### src/rtl/rpg_pkg.sv
package rpg_pkg;

  typedef enum logic [1:0] {
    RPG_ALIGN_EDGE = 2'b00,
    RPG_ALIGN_CTR1 = 2'b01,
    RPG_ALIGN_CTR2 = 2'b10,
    RPG_ALIGN_CTR3 = 2'b11
  } rpg_align_e;

  typedef enum logic {
    RPG_DIR_UP   = 1'b0,
    RPG_DIR_DOWN = 1'b1
  } rpg_dir_e;

  typedef enum logic {
    RPG_MODE_ONE = 1'b0,
    RPG_MODE_TWO = 1'b1
  } rpg_mode_e;

endpackage

### src/rtl/rpg_rst_sync.sv
module rpg_rst_sync #(
  parameter int STAGES = 2
) (
  input  logic clk,
  input  logic rst_n,
  output logic rst_sync_n
);

  logic [STAGES-1:0] shift_q;
  logic [STAGES-1:0] shift_d;

  always_comb begin
    shift_d = {shift_q[STAGES-2:0], 1'b1};
  end

  always_ff @(posedge clk or negedge rst_n) begin
    if (!rst_n) begin
      shift_q <= '0;
    end else begin
      shift_q <= shift_d;
    end
  end

  assign rst_sync_n = shift_q[STAGES-1];

endmodule

### src/rtl/rpg_cfg_check.sv
module rpg_cfg_check
  import rpg_pkg::*;
#(
  parameter int CNT_W = 8
) (
  input  logic             down,
  input  logic [CNT_W-1:0] arr,
  input  logic [CNT_W-1:0] ccr,
  input  logic [1:0]       align,
  output logic             err
);

  logic align_bad;
  logic cmp_bad;

  always_comb begin
    align_bad = (rpg_align_e'(align) != RPG_ALIGN_EDGE);
    if (rpg_dir_e'(down) == RPG_DIR_DOWN) begin
      cmp_bad = (ccr < arr);
    end else begin
      cmp_bad = (ccr != '0);
    end
    err = align_bad | cmp_bad;
  end

endmodule

### src/rtl/rpg_counter.sv
module rpg_counter
  import rpg_pkg::*;
#(
  parameter int CNT_W = 8
) (
  input  logic             clk,
  input  logic             rst_n,
  input  logic             trig,
  input  logic             err,
  input  logic             down,
  input  logic [CNT_W-1:0] arr,
  output logic             run_q,
  output logic [CNT_W-1:0] cnt_q
);

  localparam logic [CNT_W-1:0] ONE = CNT_W'(1);

  logic             run_d;
  logic [CNT_W-1:0] cnt_d;
  logic             cnt_en;
  logic             at_end;
  logic             dir_dn;

  always_comb begin
    dir_dn = (rpg_dir_e'(down) == RPG_DIR_DOWN);
    at_end = dir_dn ? (cnt_q == '0) : (cnt_q >= arr);
    run_d  = run_q;
    cnt_d  = cnt_q;
    cnt_en = 1'b0;
    if (err) begin
      run_d = 1'b0;
    end else if (trig) begin
      run_d  = 1'b1;
      cnt_en = 1'b1;
      cnt_d  = dir_dn ? arr : '0;
    end else if (run_q) begin
      if (at_end) begin
        run_d = 1'b0;
      end else begin
        cnt_en = 1'b1;
        cnt_d  = dir_dn ? (cnt_q - ONE) : (cnt_q + ONE);
      end
    end
  end

  always_ff @(posedge clk or negedge rst_n) begin
    if (!rst_n) begin
      run_q <= 1'b0;
      cnt_q <= '0;
    end else begin
      run_q <= run_d;
      if (cnt_en) begin
        cnt_q <= cnt_d;
      end
    end
  end

endmodule

### src/rtl/rpg_out_stage.sv
module rpg_out_stage
  import rpg_pkg::*;
(
  input  logic run,
  input  logic err,
  input  logic mode,
  input  logic pol,
  output logic pulse
);

  logic active;
  logic ref_lvl;

  always_comb begin
    active = run & ~err;
    if (rpg_mode_e'(mode) == RPG_MODE_TWO) begin
      ref_lvl = ~active;
    end else begin
      ref_lvl = active;
    end
    pulse = ref_lvl ^ pol;
  end

endmodule

### src/rtl/retrig_pulse_gen.sv
module retrig_pulse_gen #(
  parameter int CNT_W     = 8,
  parameter int RST_SYNC  = 2
) (
  input  logic             clk,
  input  logic             rst_n,
  input  logic             trig_i,
  input  logic             cfg_down_i,
  input  logic [CNT_W-1:0] cfg_arr_i,
  input  logic [CNT_W-1:0] cfg_ccr_i,
  input  logic             cfg_mode_i,
  input  logic             cfg_pol_i,
  input  logic [1:0]       cfg_align_i,
  output logic             pulse_o,
  output logic             cfg_err_o
);

  logic             rst_sync_n;
  logic             err;
  logic             run_q;
  logic [CNT_W-1:0] cnt_q;

  rpg_rst_sync #(.STAGES(RST_SYNC)) i_rst_sync (
    .clk        (clk),
    .rst_n      (rst_n),
    .rst_sync_n (rst_sync_n)
  );

  rpg_cfg_check #(.CNT_W(CNT_W)) i_cfg_check (
    .down  (cfg_down_i),
    .arr   (cfg_arr_i),
    .ccr   (cfg_ccr_i),
    .align (cfg_align_i),
    .err   (err)
  );

  rpg_counter #(.CNT_W(CNT_W)) i_counter (
    .clk   (clk),
    .rst_n (rst_sync_n),
    .trig  (trig_i),
    .err   (err),
    .down  (cfg_down_i),
    .arr   (cfg_arr_i),
    .run_q (run_q),
    .cnt_q (cnt_q)
  );

  rpg_out_stage i_out_stage (
    .run   (run_q),
    .err   (err),
    .mode  (cfg_mode_i),
    .pol   (cfg_pol_i),
    .pulse (pulse_o)
  );

  assign cfg_err_o = err;

endmodule

### config.mk
export PLATFORM = sky130hd
export DESIGN_NAME = retrig_pulse_gen
export DESIGN_NICKNAME = d
export VERILOG_FILES = /design/src/rtl/rpg_pkg.sv /design/src/rtl/rpg_rst_sync.sv /design/src/rtl/rpg_cfg_check.sv /design/src/rtl/rpg_counter.sv /design/src/rtl/rpg_out_stage.sv /design/src/rtl/retrig_pulse_gen.sv
export SDC_FILE = /design/constraint.sdc
export NUM_CORES = 1
export LEC_CHECK = 0
export BUFFER_PORTS_ARGS = -buffer_cell sky130_fd_sc_hd__clkbuf_2
export CAP_MARGIN = 20
export CELL_PAD_IN_SITES_DETAIL_PLACEMENT = 1
export CELL_PAD_IN_SITES_GLOBAL_PLACEMENT = 2
export CORE_MARGIN = 1.5
export CORE_UTILIZATION = 31
export DETAILED_ROUTE_END_ITERATION = 8
export GPL_ROUTABILITY_DRIVEN = 0
export PLACE_DENSITY_LB_ADDON = 0.1
export SKIP_CTS_REPAIR_TIMING = 1
export SLEW_MARGIN = 30
export SYNTH_ARGS = -nofsm -noshare
export SYNTH_HDL_FRONTEND = slang
export SYNTH_HIERARCHICAL = 1
export SYNTH_SLANG_ARGS = --single-unit
### constraint.sdc
create_clock -name clk -period 1.8 [get_ports clk]
set_input_delay 0 -clock clk [delete_from_list [all_inputs] [get_ports clk]]
set_output_delay 0 -clock clk [all_outputs]
set_load 0.01 [all_outputs]
==> results of run 1 <==
[state kept, by name, summed over array words and instances (netlist names)]
name	flops
i_counter/run_q	1
i_counter/cnt_q	8
i_rst_sync/shift_q	2
[cells in the mapped netlist, types with 2 or more instances]
cell type,n
a21o_1,2
a21oi_1,14
a22oi_1,2
a31oi_1,2
dfrtp_1,11
ha_1,21
inv_1,20
nand2_1,10
nand2b_1,2
nor2_1,12
nor2b_1,4
nor3_1,3
nor3b_1,2
nor4_1,3
o2111ai_1,2
o21ai_0,6
or3_1,2
or4_1,2
xnor2_1,5
[final cells by class]
cell class                 instances  area, sq um  area share [%]
tap                               48         60.1            2.92
clock buffer                       3         41.3            2.01
multi-input combinational        115         1010            49.3
clock inverter                     1         5.00           0.243
inverter                          21         83.8            4.07
timing repair buffer              77          578            28.1
sequential                        11          275            13.4
[worst max-delay path: stages, from the launching register on]
cell and delay (ns):
dfrtp_1 0.38, ha_2 0.17, or3_1 0.38, or4_1 0.54
a31oi_2 0.21, mux2i_1 0.26, o211ai_1 0.12
[final timing paths]
kind / startpoint / to / slack [ns] / cells past startpoint
max: i_counter/cnt_q[6] / i_counter/cnt_q[7] / -0.40 / 6
max in group asynchronous: i_rst_sync/shift_q[1] / i_counter/cnt_q[7] / 1.30 / 0
min in group clk: cfg_arr_i[0] / i_counter/cnt_q[0] / 0.12 / 3
max reg2reg: i_counter/cnt_q[6] / i_counter/cnt_q[7] / -0.40 / 6
min: rst_n / i_rst_sync/shift_q[1] / 0.07 / 2
min reg2reg: i_rst_sync/shift_q[1] / i_counter/cnt_q[3] / 0.18 / 0
[power by group]
part	internal [mW]	total, mW	switching [mW]	leakage (nW)
Clock	0.153	0.255	0.103	0.0255
Combinational	0.649	1.20	0.552	0.841
Sequential	0.310	0.362	0.0520	0.128
[cell families (layout without fill, tap and decap cells)]
family                   count (synthesis)  count (layout)  synth area share [%]
AND/OR/NAND/NOR                         44              44                  18.8
AO/OA/AOI/OAI                           41              41                  22.1
adder cells (fa/ha/maj)                 22              22                  23.3
buffers and inverters                   22             102                  7.43
flip-flops                              11              11                  22.7
XOR/XNOR                                 5               5                  3.61
multiplexers                             2               2                  1.75
other                                    1               1                 0.309
[routing by layer]
metal	vias up	track usage, %	part of all wire, %
met2	18	38.0	53
met4	0	1.56	0
li1	692	-	-
met1	689	27.0	44
met5	-	0	0
met3	0	3.25	2.4
[per-stage QoR]
stage                     utilization [%]  setup TNS, ns  setup slack [ns]  power (mW)  std cells
final                                55.4          -2.28            -0.401        1.82        276
after global routing                 55.4          -3.34            -0.525        1.97        276
after CTS                            49.7          -2.70            -0.406        1.74        271
after detailed placement             48.5          -2.59            -0.398        1.47        267
after global placement               48.5          -2.31            -0.375        1.41        267
after floorplan                         -         -0.451            -0.180       0.962        148
==> flow_summary_export.csv, run 1 <==
group,metric,value,unit
yosys,async_flop_share,100,%
sta,slew_headroom,55.4,%
yosys,synth_cells,148,
clock_tree,cts_tree,"done",
detailed_routing,drcViolationCount,0,
sta,period_minus_slack,2.20,ns
placement,placed_cell_area,1800,sq um
yosys,syn_nets,194,
clock_tree,cts_buffers,3,
yosys,synth_top_area_share,22.7,%
global_routing,grt_max_degree,11,
sta,fin_ws,-0.401,ns
setup_path,cp_max_fo,2,
cells_and_area,drive_above_1_share,48.7,%
clock_tree,clk_latency,0.24,ns
floorplan,die_h,65.5,um
power,leakage,0.994,nW
floorplan,die_area,4300,sq um
cells_and_area,nFillCells,466,
job,maxCapViolCount,0,
cells_and_area,layout_common_cells,"buf_4, inv_1, clkbuf_2, ha_1, nor2_1",
sta,drv_slew,0,
sta,whs,0.0718,ns
yosys,synthFlopType,"dfrtp_1",
sta,max_freq,0.454,GHz
sta,tightest_slew,0.667,ns
floorplan,initial_core_util,32.6,%
setup_path,crit_arrival,2.31,ns
detailed_routing,postRouteAntennaNets,0,
hold_path,hold_class,"in2async",
global_routing,grt_usage,20.9,%
sta,period_share,122,%
setup_path,crit_path_start_kind,"flip-flop",
cells_and_area,nets,275,
detailed_routing,vias,1399,
yosys,synth_top_cell_by_area,"dfrtp_1",
placement,numPortBuffers,25,
sta,finalHoldViolations,0,
run_status,status,"finished with violations",
setup_path,cp-end-kind,"flip-flop",
floorplan,die_w,65.5,um
cells_and_area,fin_area,2060,sq um
global_routing,first_global_vias,1469,
yosys,synth_warnings,6,
clock_tree,cts_root_buf,"clkbuf_8",
placement,dp_hpwl,3540,um
cells_and_area,area_delta_synth_final,69.8,%
yosys,synth-edff-count,0,
clock_tree,clkTransAtPathRegs,0.06,ns
setup_path,path_class,"reg2reg",
sta,rsz0062_at_grt,"yes",
detailed_routing,vias_per_cell,5.07,
power,p_per_area,883,nW/um^2
yosys,syn_area_per_cell,8.19,sq um
yosys,synth_cell_types,42,
yosys,netlist_area,1210,sq um
yosys,synth_seq_area_share,22.7,%
global_routing,grt_pass1_wl,6910,um
global_routing,overflow,0,
clock_tree,cts.sinks,11,
power,vdd_ir_drop_max,595,uV
yosys,synthTopCellsByArea,"dfrtp_1, ha_1, inv_1, a21oi_1, nor2_1",
detailed_routing,drt_iter0_drc,32,
global_routing,antenna_found_initial,0,
sta,setup_viol,9,
detailed_routing,wl,4590,um
clock_tree,htree_num_levels,1,
clock_tree,ctsLongestPathBuffers,2,
detailed_routing,routedWlPerCell,16.6,um
run_status,failed_checks,"setup timing",
floorplan,placementRows,22,
yosys,synth_seq_cells,11,
floorplan,fp.coreArea,3720,sq um
sta,clock_skew,0.00455,ns
floorplan,io_pins,26,
cells_and_area,n_antenna_cell,0,
cells_and_area,final_common_cell,"buf_4",
detailed_routing,first_pass_iters,4,
setup_path,required,1.91,ns
Power figures use the tool's default switching activity.
==> inputs of run 2 (changes only) <==
--- a/config.mk
+++ b/config.mk
@@ -15,2 +15,3 @@
 export GPL_ROUTABILITY_DRIVEN = 0
+export GPL_TIMING_DRIVEN = 0
 export PLACE_DENSITY_LB_ADDON = 0.1
==> constraint.sdc (replaced) <==
create_clock -name clk -period 1.8 [get_ports clk]
set_input_delay 0.27 -clock clk [delete_from_list [all_inputs] [get_ports clk]]
set_output_delay 0.27 -clock clk [all_outputs]
set_load 0.01 [all_outputs]
==> run 2 against run 1 <==
Against the previous run: the run still ends with setup timing left; sequential cell count unchanged; clock power is 5% lower; sequential power increased by 14%; die area unchanged; count of clock-buffer cells in the layout increased by 1; register-to-register slack got worse by 0.04 ns; non-clock buffer count down 39; final cell count is 14% lower; global-route usage fell by 3.2 points; sequential share of layout area increased by 1.5 points; fmax down 2.0%; via count fell by 8.5%; critical path type unchanged; largest cell class unchanged.
==> flow_summary_export.csv, run 2 (synthesis gave the netlist of run 1 again) <==
group,metric,value,unit
run_status,status,"finished with violations",
run_status,failed_checks,"setup timing",
power,leakage,0.825,nW
power,finalPower,1.60,mW
setup_path,required,1.92,ns
power,power.switching,0.653,mW
clock_tree,cts_root_buf,"clkbuf_8",
sta,slew_headroom,61.2,%
setup_path,r2r_start,"i_counter/cnt_q[0]",
cells_and_area,largest_reg_flops,8,
hold_path,hold_class,"reg2async",
cells_and_area,top_register,"i_counter/cnt_q",
global_routing,grt_max_degree,15,
cells_and_area,multi_input_area,1080,sq um
sta,max_freq,0.445,GHz
sta,drv_slew,0,
setup_path,crit_path_start,"i_counter/cnt_q[0]",
cells_and_area,reg.largest.list,"i_counter/cnt_q (8), i_rst_sync/shift_q (2), i_counter/run_q (1)",
cells_and_area,n_antenna_cell,0,
global_routing,grt_pass1_wl,5840,um
detailed_routing,drt_iter0_drc,52,
floorplan,die_h,65.5,um
detailed_routing,routedWlPerCell,16.5,um
setup_path,cp_max_fo,5,
sta,period_share,125,%
cells_and_area,area_delta_synth_final,53.8,%
cells_and_area,drive_above_1_share,42.3,%
setup_path,crit_path_start_kind,"flip-flop",
clock_tree,cts.sinks,11,
setup_path,rrSetupSlack,-0.45,ns
sta,fin_ws,-0.446,ns
setup_path,cp-end-kind,"flip-flop",
floorplan,io_pins,26,
sta,rsz0062_at_grt,"yes",
placement,numPortBuffers,25,
detailed_routing,postRouteAntennaNets,0,
cells_and_area,final_common_cell,"inv_1",
global_routing,grt_usage,17.7,%
clock_tree,cts_buffers,3,
floorplan,die_w,65.5,um
detailed_routing,vias_per_cell,5.40,
floorplan,placementRows,22,
detailed_routing,drcViolationCount,0,
sta,tightest_slew,0.580,ns
power,p_per_area,859,nW/um^2
placement,dp.cells,221,
clock_tree,htree_num_levels,1,
global_routing,overflow,0,
detailed_routing,wl,3920,um
sta,clock_skew,0.00147,ns
power,seq_power_share,25.8,%
cells_and_area,nets,236,
power,p_int,0.948,mW
power,clockPowerShare,15.1,%
setup_path,reg2reg_depth,7,
sta,tns,-4.27,ns
placement,dp_hpwl,2970,um
power,pwr-share-comb,59.1,%
sta,setup_viol,11,
clock_tree,ctsLongestPathBuffers,2,
setup_path,reg2reg_to,"i_counter/cnt_q[6]",
cells_and_area,seq_area,277,sq um
clock_tree,clk_latency,0.23,ns
detailed_routing,vias,1280,
clock_tree,cts_tree,"done",
job,maxCapViolCount,0,
sta,whs,0.162,ns
cells_and_area,layout_common_cells,"inv_1, ha_1, clkbuf_2, dfrtp_1, buf_4",
floorplan,die_area,4300,sq um
setup_path,path_class,"reg2reg",
power,swShare,40.8,%
sta,finalHoldViolations,0,
cells_and_area,final_cells,237,
global_routing,antenna_found_initial,0,
setup_path,endpoint,"i_counter/cnt_q[6]",
clock_tree,clkTransAtPathRegs,0.05,ns
floorplan,fp.coreArea,3720,sq um
floorplan,initial_core_util,32.6,%
global_routing,first_global_vias,1215,
setup_path,crit_arrival,2.36,ns
placement,place_worst_setup_slack,-0.623,ns
cells_and_area,nFillCells,446,
power,vdd_ir_drop_max,545,uV
detailed_routing,first_pass_iters,4,
sta,period_minus_slack,2.25,ns
[run 2: worst min-delay path by stage]
stage / endpoint / slack (ns) / cells after the start
6_report: i_counter/cnt_q[1] / 0.16 / 0
5_1_grt: i_counter/cnt_q[1] / 0.19 / 0
4_1_cts: i_rst_sync/shift_q[1] / -0.19 / 1
3_5_place_dp: i_rst_sync/shift_q[1] / 0.06 / 1
3_3_place_gp: i_rst_sync/shift_q[0] / 0.06 / 1
2_1_floorplan: i_rst_sync/shift_q[0] / -0.03 / 0
[run 2: power groups by stage]
stage | combinational (mW) | sequential [mW] | clock [mW]
6_report | 0.946 | 0.413 | 0.241
5_1_grt | 1.06 | 0.426 | 0.264
4_1_cts | 0.755 | 0.405 | 0.249
3_5_place_dp | 0.746 | 0.407 | 0
3_3_place_gp | 0.711 | 0.405 | 0
2_1_floorplan | 0.569 | 0.370 | 0
[run 2: area by class of cell]
| type | instances | share of cell area [%] |
|---|---|---|
| timing repair buffer | 37 | 15.7 |
| clock buffer | 4 | 2.42 |
| tap | 48 | 3.22 |
| multi-input combinational | 115 | 58.2 |
| inverter | 21 | 5.03 |
| sequential | 11 | 14.8 |
| buffer | 1 | 0.604 |
[run 2: per-stage QoR]
| stage | area (sq um) | utilization [%] |
|---|---|---|
| 2_1_floorplan | 1320 | - |
| 3_3_place_gp | 1500 | 40.4 |
| 3_5_place_dp | 1500 | 40.4 |
| 4_1_cts | 1550 | 41.6 |
| 5_1_grt | 1860 | 50.2 |
| 6_report | 1860 | 50.2 |
[run 2: worst max-delay path, cell delays in order, from the launching register on]
cell and delay [ns]:
dfrtp_1 0.43, inv_2 0.13, ha_4 0.20, nand2b_4 0.14, a2111oi_4 0.41, o221ai_4 0.22, a21oi_4 0.28, mux2_4 0.32
[run 2: metal layers]
metal,track usage [%],part of all wire [%]
met1,25.1,49
met2,29.5,48
met3,3.60,2.3
met4,0,0.51
met5,0,0
==> inputs of run 3 (changes only) <==
- CORE_MARGIN: 1.5 -> 4
- RECOVER_POWER: default -> 100
==> run 3 against run 2 <==
Against the previous run: the flow still finishes with violations (setup timing); count of clock-buffer cells in the layout stayed put; routed wire length shrank 1.6%; combinational power down 4.7%; final area decreased by 1.8%; global-route usage shrank 2.3 points; sequential cell count stayed put; clock power up 3%; fmax up 0.13%; power fell by 2.7%; core utilization shrank 0.91 points; non-clock buffer count decreased by 3; largest cell class unchanged.
==> flow_summary_export.csv, run 3 (synthesis gave the netlist of run 1 again) <==
group,metric,value,unit
power,leakage,0.798,nW
setup_path,reg2reg_to,"i_counter/cnt_q[6]",
sta,slew_headroom,64.7,%
clock_tree,cts_root_buf,"clkbuf_8",
global_routing,first_global_vias,1249,
clock_tree,clkTransAtPathRegs,0.05,ns
setup_path,path_buf_inv,1,
clock_tree,clk_latency,0.24,ns
sta,fin_ws,-0.443,ns
detailed_routing,wl,3850,um
detailed_routing,drcViolationCount,0,
power,pwr-share-comb,57.9,%
power,swShare,40.6,%
power,p_int,0.924,mW
setup_path,crit_path_start_kind,"flip-flop",
job,maxCapViolCount,0,
setup_path,cp-end-kind,"flip-flop",
sta,finalHoldViolations,0,
global_routing,overflow,0,
detailed_routing,vias,1229,
global_routing,grt_pass1_wl,6160,um
sta,rsz0062_at_grt,"yes",
floorplan,initial_core_util,32.6,%
sta,clock_skew,0.00193,ns
cells_and_area,n_antenna_cell,0,
setup_path,reg2reg_depth,7,
setup_path,required,1.92,ns
cells_and_area,drive_above_1_share,40.3,%
floorplan,die_w,70.5,um
power,power.switching,0.633,mW
sta,setup_viol,11,
cells_and_area,final_common_cell,"inv_1",
cells_and_area,layout_common_cells,"inv_1, ha_1, dfrtp_1, clkbuf_2, a21oi_1",
sta,tns,-4.00,ns
setup_path,r2r_start,"i_counter/cnt_q[0]",
cells_and_area,reg.largest.list,"i_counter/cnt_q (8), i_rst_sync/shift_q (2), i_counter/run_q (1)",
setup_path,cp_cell_sequence,"inv_2, ha_4, nand2b_4, a2111oi_4, o221ai_4, a21oi_4, mux2_4",
run_status,failed_checks,"setup timing",
detailed_routing,postRouteAntennaNets,0,
setup_path,critical_path.top_delay_family,"compound AO/OA/AOI/OAI gates",
clock_tree,cts_tree,"done",
sta,max_freq,0.446,GHz
sta,period_minus_slack,2.24,ns
detailed_routing,drt_iter0_drc,36,
detailed_routing,vias_per_cell,5.25,
setup_path,slowest_stage,"a2111oi_4",
placement,dp_hpwl,3010,um
clock_tree,ctsLongestPathBuffers,2,
power,clockPowerShare,15.9,%
floorplan,placementRows,22,
setup_path,cp_max_fo,5,
hold_path,hold_class,"reg2async",
run_status,status,"finished with violations",
setup_path,rrSetupSlack,-0.44,ns
clock_tree,htree_num_levels,1,
setup_path,crit_arrival,2.36,ns
global_routing,grt_usage,15.4,%
sta,period_share,125,%
global_routing,antenna_found_initial,0,
sta,drv_slew,0,
clock_tree,cts_buffers,3,
cells_and_area,area_delta_synth_final,51.0,%
cells_and_area,top_register,"i_counter/cnt_q",
cells_and_area,nets,233,
cells_and_area,final_util,49.3,%
floorplan,fp.coreArea,3720,sq um
power,p_per_area,851,nW/um^2
setup_path,path_class,"reg2reg",
floorplan,die_h,70.5,um
power,seq_power_share,26.2,%
cells_and_area,largest_reg_flops,8,
setup_path,max_stage_delay,0.42,ns
sta,tightest_slew,0.528,ns
floorplan,io_pins,26,
clock_tree,cts.sinks,11,
detailed_routing,first_pass_iters,4,
detailed_routing,routedWlPerCell,16.5,um
placement,place_worst_setup_slack,-0.661,ns
placement,numPortBuffers,25,
sta,whs,0.158,ns
power,vdd_ir_drop_max,529,uV
floorplan,die_area,4980,sq um
global_routing,grt_max_degree,15,
[run 3: changes by cell type in the layout (fill, tap and decap cells not counted), sizes merged]
cell / before / now
clkbuf: 18 / 16
buf: 23 / 22
[run 3: power by group through the flow]
stage	logic [mW]	clock network [mW]	registers, mW
2_1_floorplan	0.569	0	0.370
3_3_place_gp	0.709	0	0.403
3_5_place_dp	0.742	0	0.406
4_1_cts	0.749	0.253	0.402
5_1_grt	1.01	0.264	0.424
6_report	0.902	0.248	0.407
[run 3: metrics by stage]
step	cell area (sq um)	std cells	power, mW
2_1_floorplan	1320	148	0.940
3_3_place_gp	1500	221	1.11
3_5_place_dp	1500	221	1.15
4_1_cts	1550	225	1.40
5_1_grt	1830	234	1.70
6_report	1830	234	1.56
[run 3: how the worst max path moves through the flow]
| stage | startpoint | endpoint | slack, ns | depth (start not counted) |
|---|---|---|---|---|
| 6_report | i_counter/cnt_q[0] | i_counter/cnt_q[6] | -0.44 | 7 |
| 5_1_grt | i_counter/cnt_q[0] | i_counter/cnt_q[3] | -0.53 | 9 |
| 4_1_cts | cfg_arr_i[5] | pulse_o | -0.62 | 10 |
| 3_5_place_dp | cfg_down_i | i_counter/cnt_q[6] | -0.66 | 9 |
| 3_3_place_gp | cfg_down_i | i_counter/cnt_q[6] | -0.61 | 9 |
| 2_1_floorplan | cfg_arr_i[5] | i_counter/cnt_q[6] | -0.20 | 8 |
[run 3: final cells by class]
cell class | instances | area [sq um]
Buffer | 1 | 11.3
Clock buffer | 4 | 45.0
Fill cell | 443 | 1890
Inverter | 21 | 93.8
Multi-Input combinational cell | 115 | 1070
Sequential cell | 11 | 275
Tap cell | 48 | 60.1
Timing Repair Buffer | 34 | 274
[run 3: per-layer routing]
layer,part of all wire (%),up-vias,global-route usage (%)
li1,-,611,-
met1,48,599,21.3
met2,48,17,26.0
met3,3.2,2,3.41
met4,0.29,0,0.626
met5,0,-,0
